[config.mk]
export PLATFORM = sky130hd
export DESIGN_NAME = i2c_wr_slave
export DESIGN_NICKNAME = d
export VERILOG_FILES = /design/src/rtl/i2cw_pkg.sv /design/src/rtl/i2cw_sync.sv /design/src/rtl/i2cw_bus_events.sv /design/src/rtl/i2cw_rx_fsm.sv /design/src/rtl/i2c_wr_slave.sv
export SDC_FILE = /design/constraint.sdc
export NUM_CORES = 1
export LEC_CHECK = 0
export CAP_MARGIN = 10
export CELL_PAD_IN_SITES_DETAIL_PLACEMENT = 2
export CELL_PAD_IN_SITES_GLOBAL_PLACEMENT = 2
export CORE_UTILIZATION = 42
export DETAILED_ROUTE_END_ITERATION = 8
export DONT_BUFFER_PORTS = 1
export PLACE_DENSITY_LB_ADDON = 0.1
export SLEW_MARGIN = 20
export SYNTH_ARGS = -nofsm -noshare
export SYNTH_HDL_FRONTEND = slang
export SYNTH_SLANG_ARGS = --single-unit
[constraint.sdc]
create_clock -name clk -period 2.6 [get_ports clk]
set_input_delay 0.52 -clock clk [delete_from_list [all_inputs] [get_ports clk]]
set_output_delay 0.52 -clock clk [all_outputs]
set_load 0.01 [all_outputs]
[src/rtl/i2cw_pkg.sv]
package i2cw_pkg;
  localparam int BYTE_W = 8;
  localparam int ADDR_W = 7;

  typedef enum logic [1:0] {
    PH_IDLE = 2'd0,
    PH_ADDR = 2'd1,
    PH_DATA = 2'd2,
    PH_SKIP = 2'd3
  } phase_t;
endpackage

[src/rtl/i2cw_sync.sv]
module i2cw_sync #(
  parameter int  STAGES  = 2,
  parameter logic RST_VAL = 1'b1
) (
  input  logic clk,
  input  logic rst_n,
  input  logic d_i,
  output logic q_o
);
  logic [STAGES-1:0] chain;

  generate
    for (genvar g = 0; g < STAGES; g++) begin : g_stage
      always_ff @(posedge clk or negedge rst_n) begin
        if (!rst_n) chain[g] <= RST_VAL;
        else if (g == 0) chain[g] <= d_i;
        else chain[g] <= chain[(g == 0) ? 0 : g-1];
      end
    end
  endgenerate

  assign q_o = chain[STAGES-1];
endmodule

[src/rtl/i2cw_bus_events.sv]
module i2cw_bus_events (
  input  logic clk,
  input  logic rst_n,
  input  logic scl_s,
  input  logic sda_s,
  output logic scl_rise_o,
  output logic scl_fall_o,
  output logic start_o,
  output logic stop_o,
  output logic sda_bit_o
);
  logic scl_q, sda_q;

  always_ff @(posedge clk or negedge rst_n) begin
    if (!rst_n) begin
      scl_q <= 1'b1;
      sda_q <= 1'b1;
    end else begin
      scl_q <= scl_s;
      sda_q <= sda_s;
    end
  end

  assign scl_rise_o = scl_s & ~scl_q;
  assign scl_fall_o = ~scl_s & scl_q;
  assign start_o    = scl_s & scl_q & sda_q & ~sda_s;
  assign stop_o     = scl_s & scl_q & ~sda_q & sda_s;
  assign sda_bit_o  = sda_s;
endmodule

[src/rtl/i2cw_rx_fsm.sv]
module i2cw_rx_fsm
  import i2cw_pkg::*;
#(
  parameter logic [ADDR_W-2:0] ADDR_HI = 6'b001100
) (
  input  logic              clk,
  input  logic              rst_n,
  input  logic              rise_i,
  input  logic              fall_i,
  input  logic              start_i,
  input  logic              stop_i,
  input  logic              sda_bit_i,
  input  logic              strap_i,
  output logic              ack_oe_o,
  output logic              vld_o,
  output logic [BYTE_W-1:0] data_o
);
  localparam int CNT_W = $clog2(BYTE_W + 1);
  localparam logic [CNT_W-1:0] FULL = CNT_W'(BYTE_W);

  phase_t            ph;
  logic [CNT_W-1:0]  bitcnt;
  logic [BYTE_W-1:0] shreg;
  logic              byte_done, addr_ok, active;
  logic [ADDR_W-1:0] my_addr;

  assign byte_done = (bitcnt == FULL);
  assign my_addr   = {ADDR_HI, strap_i};
  assign addr_ok   = (shreg[BYTE_W-1:1] == my_addr) && !shreg[0];
  assign active    = (ph == PH_ADDR) || (ph == PH_DATA);

  always_ff @(posedge clk or negedge rst_n) begin
    if (!rst_n) begin
      ph       <= PH_IDLE;
      bitcnt   <= '0;
      shreg    <= '0;
      ack_oe_o <= 1'b0;
      vld_o    <= 1'b0;
      data_o   <= '0;
    end else begin
      vld_o <= 1'b0;
      if (start_i) begin
        ph       <= PH_ADDR;
        bitcnt   <= '0;
        ack_oe_o <= 1'b0;
      end else if (stop_i) begin
        ph       <= PH_IDLE;
        bitcnt   <= '0;
        ack_oe_o <= 1'b0;
      end else if (active) begin
        if (rise_i && !byte_done) begin
          shreg  <= {shreg[BYTE_W-2:0], sda_bit_i};
          bitcnt <= bitcnt + 1'b1;
        end else if (fall_i && byte_done) begin
          if (!ack_oe_o) begin
            if (ph == PH_ADDR) begin
              if (addr_ok) ack_oe_o <= 1'b1;
              else begin
                ph     <= PH_SKIP;
                bitcnt <= '0;
              end
            end else begin
              ack_oe_o <= 1'b1;
              vld_o    <= 1'b1;
              data_o   <= shreg;
            end
          end else begin
            ack_oe_o <= 1'b0;
            bitcnt   <= '0;
            ph       <= PH_DATA;
          end
        end
      end
    end
  end

  // strobe lasts one clock
  p_vld_pulse_r5: assert property (@(posedge clk) disable iff (!rst_n)
    vld_o |=> !vld_o);
  // strobes only in the data phase
  p_vld_data_r5: assert property (@(posedge clk) disable iff (!rst_n)
    vld_o |-> ph == PH_DATA);
  // stop releases the line and idles
  p_stop_release_r6: assert property (@(posedge clk) disable iff (!rst_n)
    stop_i && !start_i |=> !ack_oe_o && ph == PH_IDLE);
  // any start leads to the address phase
  p_start_addr_r7: assert property (@(posedge clk) disable iff (!rst_n)
    start_i |=> ph == PH_ADDR && !ack_oe_o);
  // acknowledge begins only on an SCL fall
  p_ack_on_fall_r3: assert property (@(posedge clk) disable iff (!rst_n)
    $rose(ack_oe_o) |-> $past(fall_i));
  // acknowledge ends only on SCL fall, start or stop
  p_ack_release_r3: assert property (@(posedge clk) disable iff (!rst_n)
    $fell(ack_oe_o) |-> $past(fall_i || start_i || stop_i));
  // ignored transfers never acknowledge
  p_skip_quiet_r4: assert property (@(posedge clk) disable iff (!rst_n)
    ph == PH_SKIP |-> !ack_oe_o && !vld_o);
endmodule

[src/rtl/i2c_wr_slave.sv]
module i2c_wr_slave
  import i2cw_pkg::*;
#(
  parameter int                SYNC_STAGES = 2,
  parameter logic [ADDR_W-2:0] ADDR_HI     = 6'b001100
) (
  input  logic              clk,
  input  logic              rst_n,
  input  logic              scl_i,
  input  logic              sda_i,
  input  logic              addr_strap_i,
  output logic              sda_pull_o,
  output logic              byte_vld_o,
  output logic [BYTE_W-1:0] byte_o
);
  logic scl_s, sda_s, strap_s;
  logic rise, fall, start_c, stop_c, sbit;

  i2cw_sync #(.STAGES(SYNC_STAGES), .RST_VAL(1'b1)) u_sync_scl (
    .clk(clk), .rst_n(rst_n), .d_i(scl_i), .q_o(scl_s));
  i2cw_sync #(.STAGES(SYNC_STAGES), .RST_VAL(1'b1)) u_sync_sda (
    .clk(clk), .rst_n(rst_n), .d_i(sda_i), .q_o(sda_s));
  i2cw_sync #(.STAGES(SYNC_STAGES), .RST_VAL(1'b1)) u_sync_strap (
    .clk(clk), .rst_n(rst_n), .d_i(addr_strap_i), .q_o(strap_s));

  i2cw_bus_events u_events (
    .clk(clk), .rst_n(rst_n), .scl_s(scl_s), .sda_s(sda_s),
    .scl_rise_o(rise), .scl_fall_o(fall), .start_o(start_c),
    .stop_o(stop_c), .sda_bit_o(sbit));

  i2cw_rx_fsm #(.ADDR_HI(ADDR_HI)) u_fsm (
    .clk(clk), .rst_n(rst_n), .rise_i(rise), .fall_i(fall),
    .start_i(start_c), .stop_i(stop_c), .sda_bit_i(sbit),
    .strap_i(strap_s), .ack_oe_o(sda_pull_o), .vld_o(byte_vld_o),
    .data_o(byte_o));
endmodule

After elaboration in Yosys (flattened, before gate mapping) --
Cells that the tools add are included.
Storage, ports and cells: register bits after elaboration 32, output and inout port bits 10
Cells by class: mux-type cells 31, bitwise logic cells 16, eq/ne operators 7, reduce and logical (&&, ||, !) cells 16, add/subtract/negate cells 1
Operators with widths (number):
- $mux W4 | 8
- $mux W2 | 8
- $mux W1 | 15
- $not A1 Y1 | 9
- $reduce_and A4 Y1 | 2
- $reduce_bool A4 Y1 | 2
- $and A1 B1 Y1 | 7
- $eq A7 B5 Y1 | 1
- $reduce_and A7 Y1 | 1
- $reduce_bool A3 Y1 | 2
- $ne A5 B4 Y1 const B | 1
- $reduce_and A5 Y1 | 1
- $reduce_bool A5 Y1 | 1
- $add A4 B1 Y4 const B | 1
- $eq A4 B4 Y1 const B | 1
- $ne A4 B3 Y1 const B | 1
- $logic_and A1 B1 Y1 | 3
- $ne A3 B3 Y1 const B | 1
- $reduce_and A3 Y1 | 1
- $eq A2 B1 Y1 const B | 1
- $eq A2 B2 Y1 const B | 1
- $logic_not A1 Y1 | 2
- $logic_or A1 B1 Y1 | 1

Longest topological paths before layout --
depth in word-level cells 10, depth in mapped cells 8

Hierarchy --
A second synthesis with hierarchy kept.
Unflattened totals: cells, all modules 100, area, all modules 1391.3 µm²
Modules (own cells, without submodules):
- i2cw_rx_fsm | instances 1, cells each 87, sequential area each 600.6 µm², area an instance 1141.1 µm²
- i2cw_sync | instances 3, cells each 2, sequential area each 52.6 µm², area an instance 52.6 µm²
- i2cw_bus_events | instances 1, cells each 7, sequential area each 52.6 µm², area an instance 92.6 µm²

Least setup slack after synthesis --
No wires, ideal clock.
path type flip-flop to flip-flop, from register u_fsm.bitcnt[0], to register u_fsm.shreg[4], cell stages (with the launch flop) 8, arrival time 1.822 ns, buffers on the path 2, path slack 0.653 ns, library setup time 0.125 ns, cells stage by stage dfrtp_1 inv_1 ha_1 and3b_4 or4b_4 buf_6 buf_6 mux2_4
Between the ends: cells in the longest elaborated chain, start to end 4
Ends and longest elaborated chain:
- start: declaration | line i2cw_rx_fsm.sv:22 | logic [CNT_W-1:0] bitcnt;
- start signal: assignment | line i2cw_rx_fsm.sv:53 | bitcnt <= bitcnt + 1'b1;
- $eq A4 B4 Y1 | line i2cw_rx_fsm.sv:27 | assign byte_done = (bitcnt == FULL);
- $logic_not A1 Y1 | line i2cw_rx_fsm.sv:51 | if (rise_i && !byte_done) begin
- $logic_and A1 B1 Y1 | line i2cw_rx_fsm.sv:51
- $reduce_and A4 Y1 (no source line)
- end signal: assignment | line i2cw_rx_fsm.sv:52 | shreg <= {shreg[BYTE_W-2:0], sda_bit_i};
- end: declaration | line i2cw_rx_fsm.sv:23 | logic [BYTE_W-1:0] shreg;
No other way between the ends. A chain may end at the register's enable or synchronous reset.

Worst setup path in the final report --
from register u_fsm.ph[0], to register u_fsm.data_o[5]
Between the ends: cells in the longest elaborated chain, start to end 3, elaborated cells on any way between the ends 5, those cells by class eq/ne (2); bitwise (1); reduce/logical (2)
Ends and longest elaborated chain:
- start: declaration | line i2cw_rx_fsm.sv:21 | phase_t ph;
- start signal: assignment | line i2cw_rx_fsm.sv:34 | ph <= PH_IDLE;
- start signal: assignment | line i2cw_rx_fsm.sv:43 | ph <= PH_ADDR;
- start signal: assignment | line i2cw_rx_fsm.sv:47 | ph <= PH_IDLE;
- $eq A2 B1 Y1 or $eq A2 B2 Y1 (tied branches) | line i2cw_rx_fsm.sv:30, i2cw_rx_fsm.sv:56
- $logic_or A1 B1 Y1 or $not A1 Y1 (tied branches)
- $reduce_and A7 Y1 (no source line) (*)
- end signal: assignment | line i2cw_rx_fsm.sv:65 | data_o <= shreg;
- end: declaration | line i2cw_rx_fsm.sv:16 | output logic [BYTE_W-1:0] data_o
Every way passes the cells marked *; elsewhere a longest branch is shown, timed or not.

==> metrics <==
Starting DRT DRC Count 20; Post-synth top flop dfrtp_1; CTS tree yes; Final Max Tran Viols 0; CP cell instances ha_1 -> nor3b_2 -> nand2_1 -> or3_1 -> mux2_1; Max FO, Critical Path 8; Total Die Area around 3500 µm²; DIE WIDTH a little under 60 µm; Tmin final about 2.1 ns; setup TNS 0 ns; pre-CTS setup slack 0.496 ns; Synth-to-Final Area Change 11.9%; worst path bufs/invs 0; Rel. slew slack 0.597; WP data required roughly 2.8 ns; Worst-path clk slew 0.10 ns; post-synth top area share 0.440; io pins 15; run status completed; vias per cell between 5 and 6; gr ovfl total 0; maxcap violations 0; number of enable flip-flop cells after synthesis 0; count leader, synth dfrtp_1; Final ANT Viol Nets 0; postcts setup bufs 0; fin util 0.496; clk buf depth 2; Clock Skews approximately 0.0081 ns; cell accounting for the most synthesized area dfrtp_1; Yosys reg bits 32; fillcell total around 320; I/O Buffers 0; share of layout cells above drive strength 1 0.220; asr flop ratio synth 1.00; Tcrit/Tclk final 0.810; Final Hold Vio Count 0; root buffer cell clkbuf_4; largest net degree at the start of global routing 25; Achievable Freq about 0.48 GHz; CP top delay family simple AND/OR/NAND/NOR gates; worst IR drop on VDD 0.367 mV; Synth warnings 0; Initial Util 0.443; wire per inst roughly 17 µm; Post-DP HPWL 1.76 mm; Slowest cell on crit path or3_1; DRC Markers 0; CTS Buf Count 5; RSZ-0062 raised after global routing no; DR vias around 800; GP Congestion 0.675; Setup Viol. Count Final 0; CP endpoint kind register; Mapped Cells between 100 and 150; height of the die ~59 µm; Final WS setup approximately 0.49 ns; global-route wire length before repair ~4.4 mm; Worst Hold Class in2reg; Clock Latency Late Sink 0.33 ns; Post-Syn Area roughly 1400 µm²; Post-synth top cells dfrtp_1, mux2_1, dfstp_2; top cells by area in the synthesized netlist dfrtp_1, dfstp_2, mux2_1, mux2_4, ha_1; Power Density just over 900 nW/µm²; row cnt 20; Synth cell types 34; Data arrival, critical path 2.32 ns; Layout Nets 116; total core area just over 3000 µm²; H-tree Lvls 2; leak pwr between 0.7 and 0.8 nW; Routed WL approximately 2.6 mm; clock sink count 32; syn nets ~110; CP Class reg2reg; crit-path max cell delay between 0.5 and 0.6 ns; initial antenna violation count 0; vias in the first global route roughly 890; Avg Inst Size Synth around 14 µm²; first drt pass iteration count 4; ant diodes 0; worst-margin pin slew approximately 0.6 ns; register area share after synthesis 0.594; Startpoint Class register; Overall Global Routing Usage 0.182
[metal layers]
layer  vias up  wire, µm  part of all wire  track usage
met4         0        58             0.022        0.102
li1        368         -                 -            -
met3         8       101             0.039       0.0524
met2        16      1230              0.47        0.271
met1       405      1220              0.47        0.239
met5         -         0                 0            0
[metrics by stage]
stage | hold WS (ns) | std cells | area, µm² | power [mW]
2_1_floorplan | 0.224 | 101 | 1360 | 0.903
3_3_place_gp | 0.225 | 142 | 1390 | 0.957
6_report | 0.174 | 153 | 1530 | 1.40
4_1_cts | 0.00268 | 152 | 1520 | 1.42
3_5_place_dp | 0.225 | 142 | 1390 | 0.979
5_1_grt | 0.143 | 153 | 1530 | 1.50
[cell families after synthesis]
group,Yosys count,synth area share
multiplexers,17,0.150
XOR/XNOR,3,0.0193
adder cells (fa/ha/maj),3,0.0275
AND/OR/NAND/NOR,25,0.117
AO/OA/AOI/OAI,13,0.0569
buffers and inverters,8,0.0339
flip-flops,32,0.594
[repair_timing]
action | 4_1_cts | 5_1_grt
setup endpoints to repair | 0 | 0
hold buffers | 2 | 1
resized for setup | 0 | 0
hold endpoints to repair | 24 | 8
[area by class of cell]
type / instances / area, µm² / share of cell area
sequential: 32 / 811 / 0.531
tap: 44 / 55.1 / 0.0361
multi-input combinational: 61 / 507 / 0.332
timing repair buffer: 3 / 40.0 / 0.0262
inverter: 5 / 18.8 / 0.0123
clock inverter: 1 / 30.0 / 0.0197
clock buffer: 7 / 65.1 / 0.0426
[worst reg2reg max path: stages, from the launching register on]
cell and delay (ns):
dfrtp_1 0.40, ha_1 0.33, nor3b_2 0.23, nand2_1 0.13, or3_1 0.51, mux2_1 0.38
[sequential cells by signal, indices dropped and copies added, names as in the netlist, 2 cells and up]
register / cells
u_fsm.bitcnt: 4
u_fsm.shreg: 8
u_fsm.data_o: 8
u_fsm.ph: 2
[final timing paths]
path / from / to / slack (ns) / cells after the start
max in group asynchronous: rst_n / u_sync_sda.q_o / 1.74 / 1
min reg2reg: u_sync_strap.chain[0] / u_sync_strap.q_o / 0.36 / 0
max reg2reg: u_fsm.ph[0] / u_fsm.data_o[5] / 0.49 / 5
min in group asynchronous: rst_n / u_fsm.bitcnt[2] / 0.60 / 2
min: addr_strap_i / u_sync_strap.chain[0] / 0.17 / 0
max: u_fsm.ph[0] / u_fsm.data_o[5] / 0.49 / 5
[where the power goes]
group | internal [mW] | leakage, nW | total, mW | switching, mW
Clock | 0.255 | 0.0515 | 0.420 | 0.165
Combinational | 0.149 | 0.262 | 0.261 | 0.112
Sequential | 0.607 | 0.398 | 0.718 | 0.112
[layout by cell type (no fill, tap or decap), types with 2 or more instances in the layout]
cell	Yosys	layout
a21oi_1	2	2
clkbuf_4	0	5
clkbuf_8	0	2
dfrtp_1	24	24
dfstp_2	8	8
dlygate4sd3_1	0	2
ha_1	3	3
inv_1	5	5
mux2_1	12	12
mux2_4	4	4
nand2_1	6	6
nand3_1	3	3
nor2_1	3	3
nor4b_1	2	2
o21ai_0	3	3
o22ai_1	3	3
xnor2_1	2	2
Power figures use the tool's default switching activity.
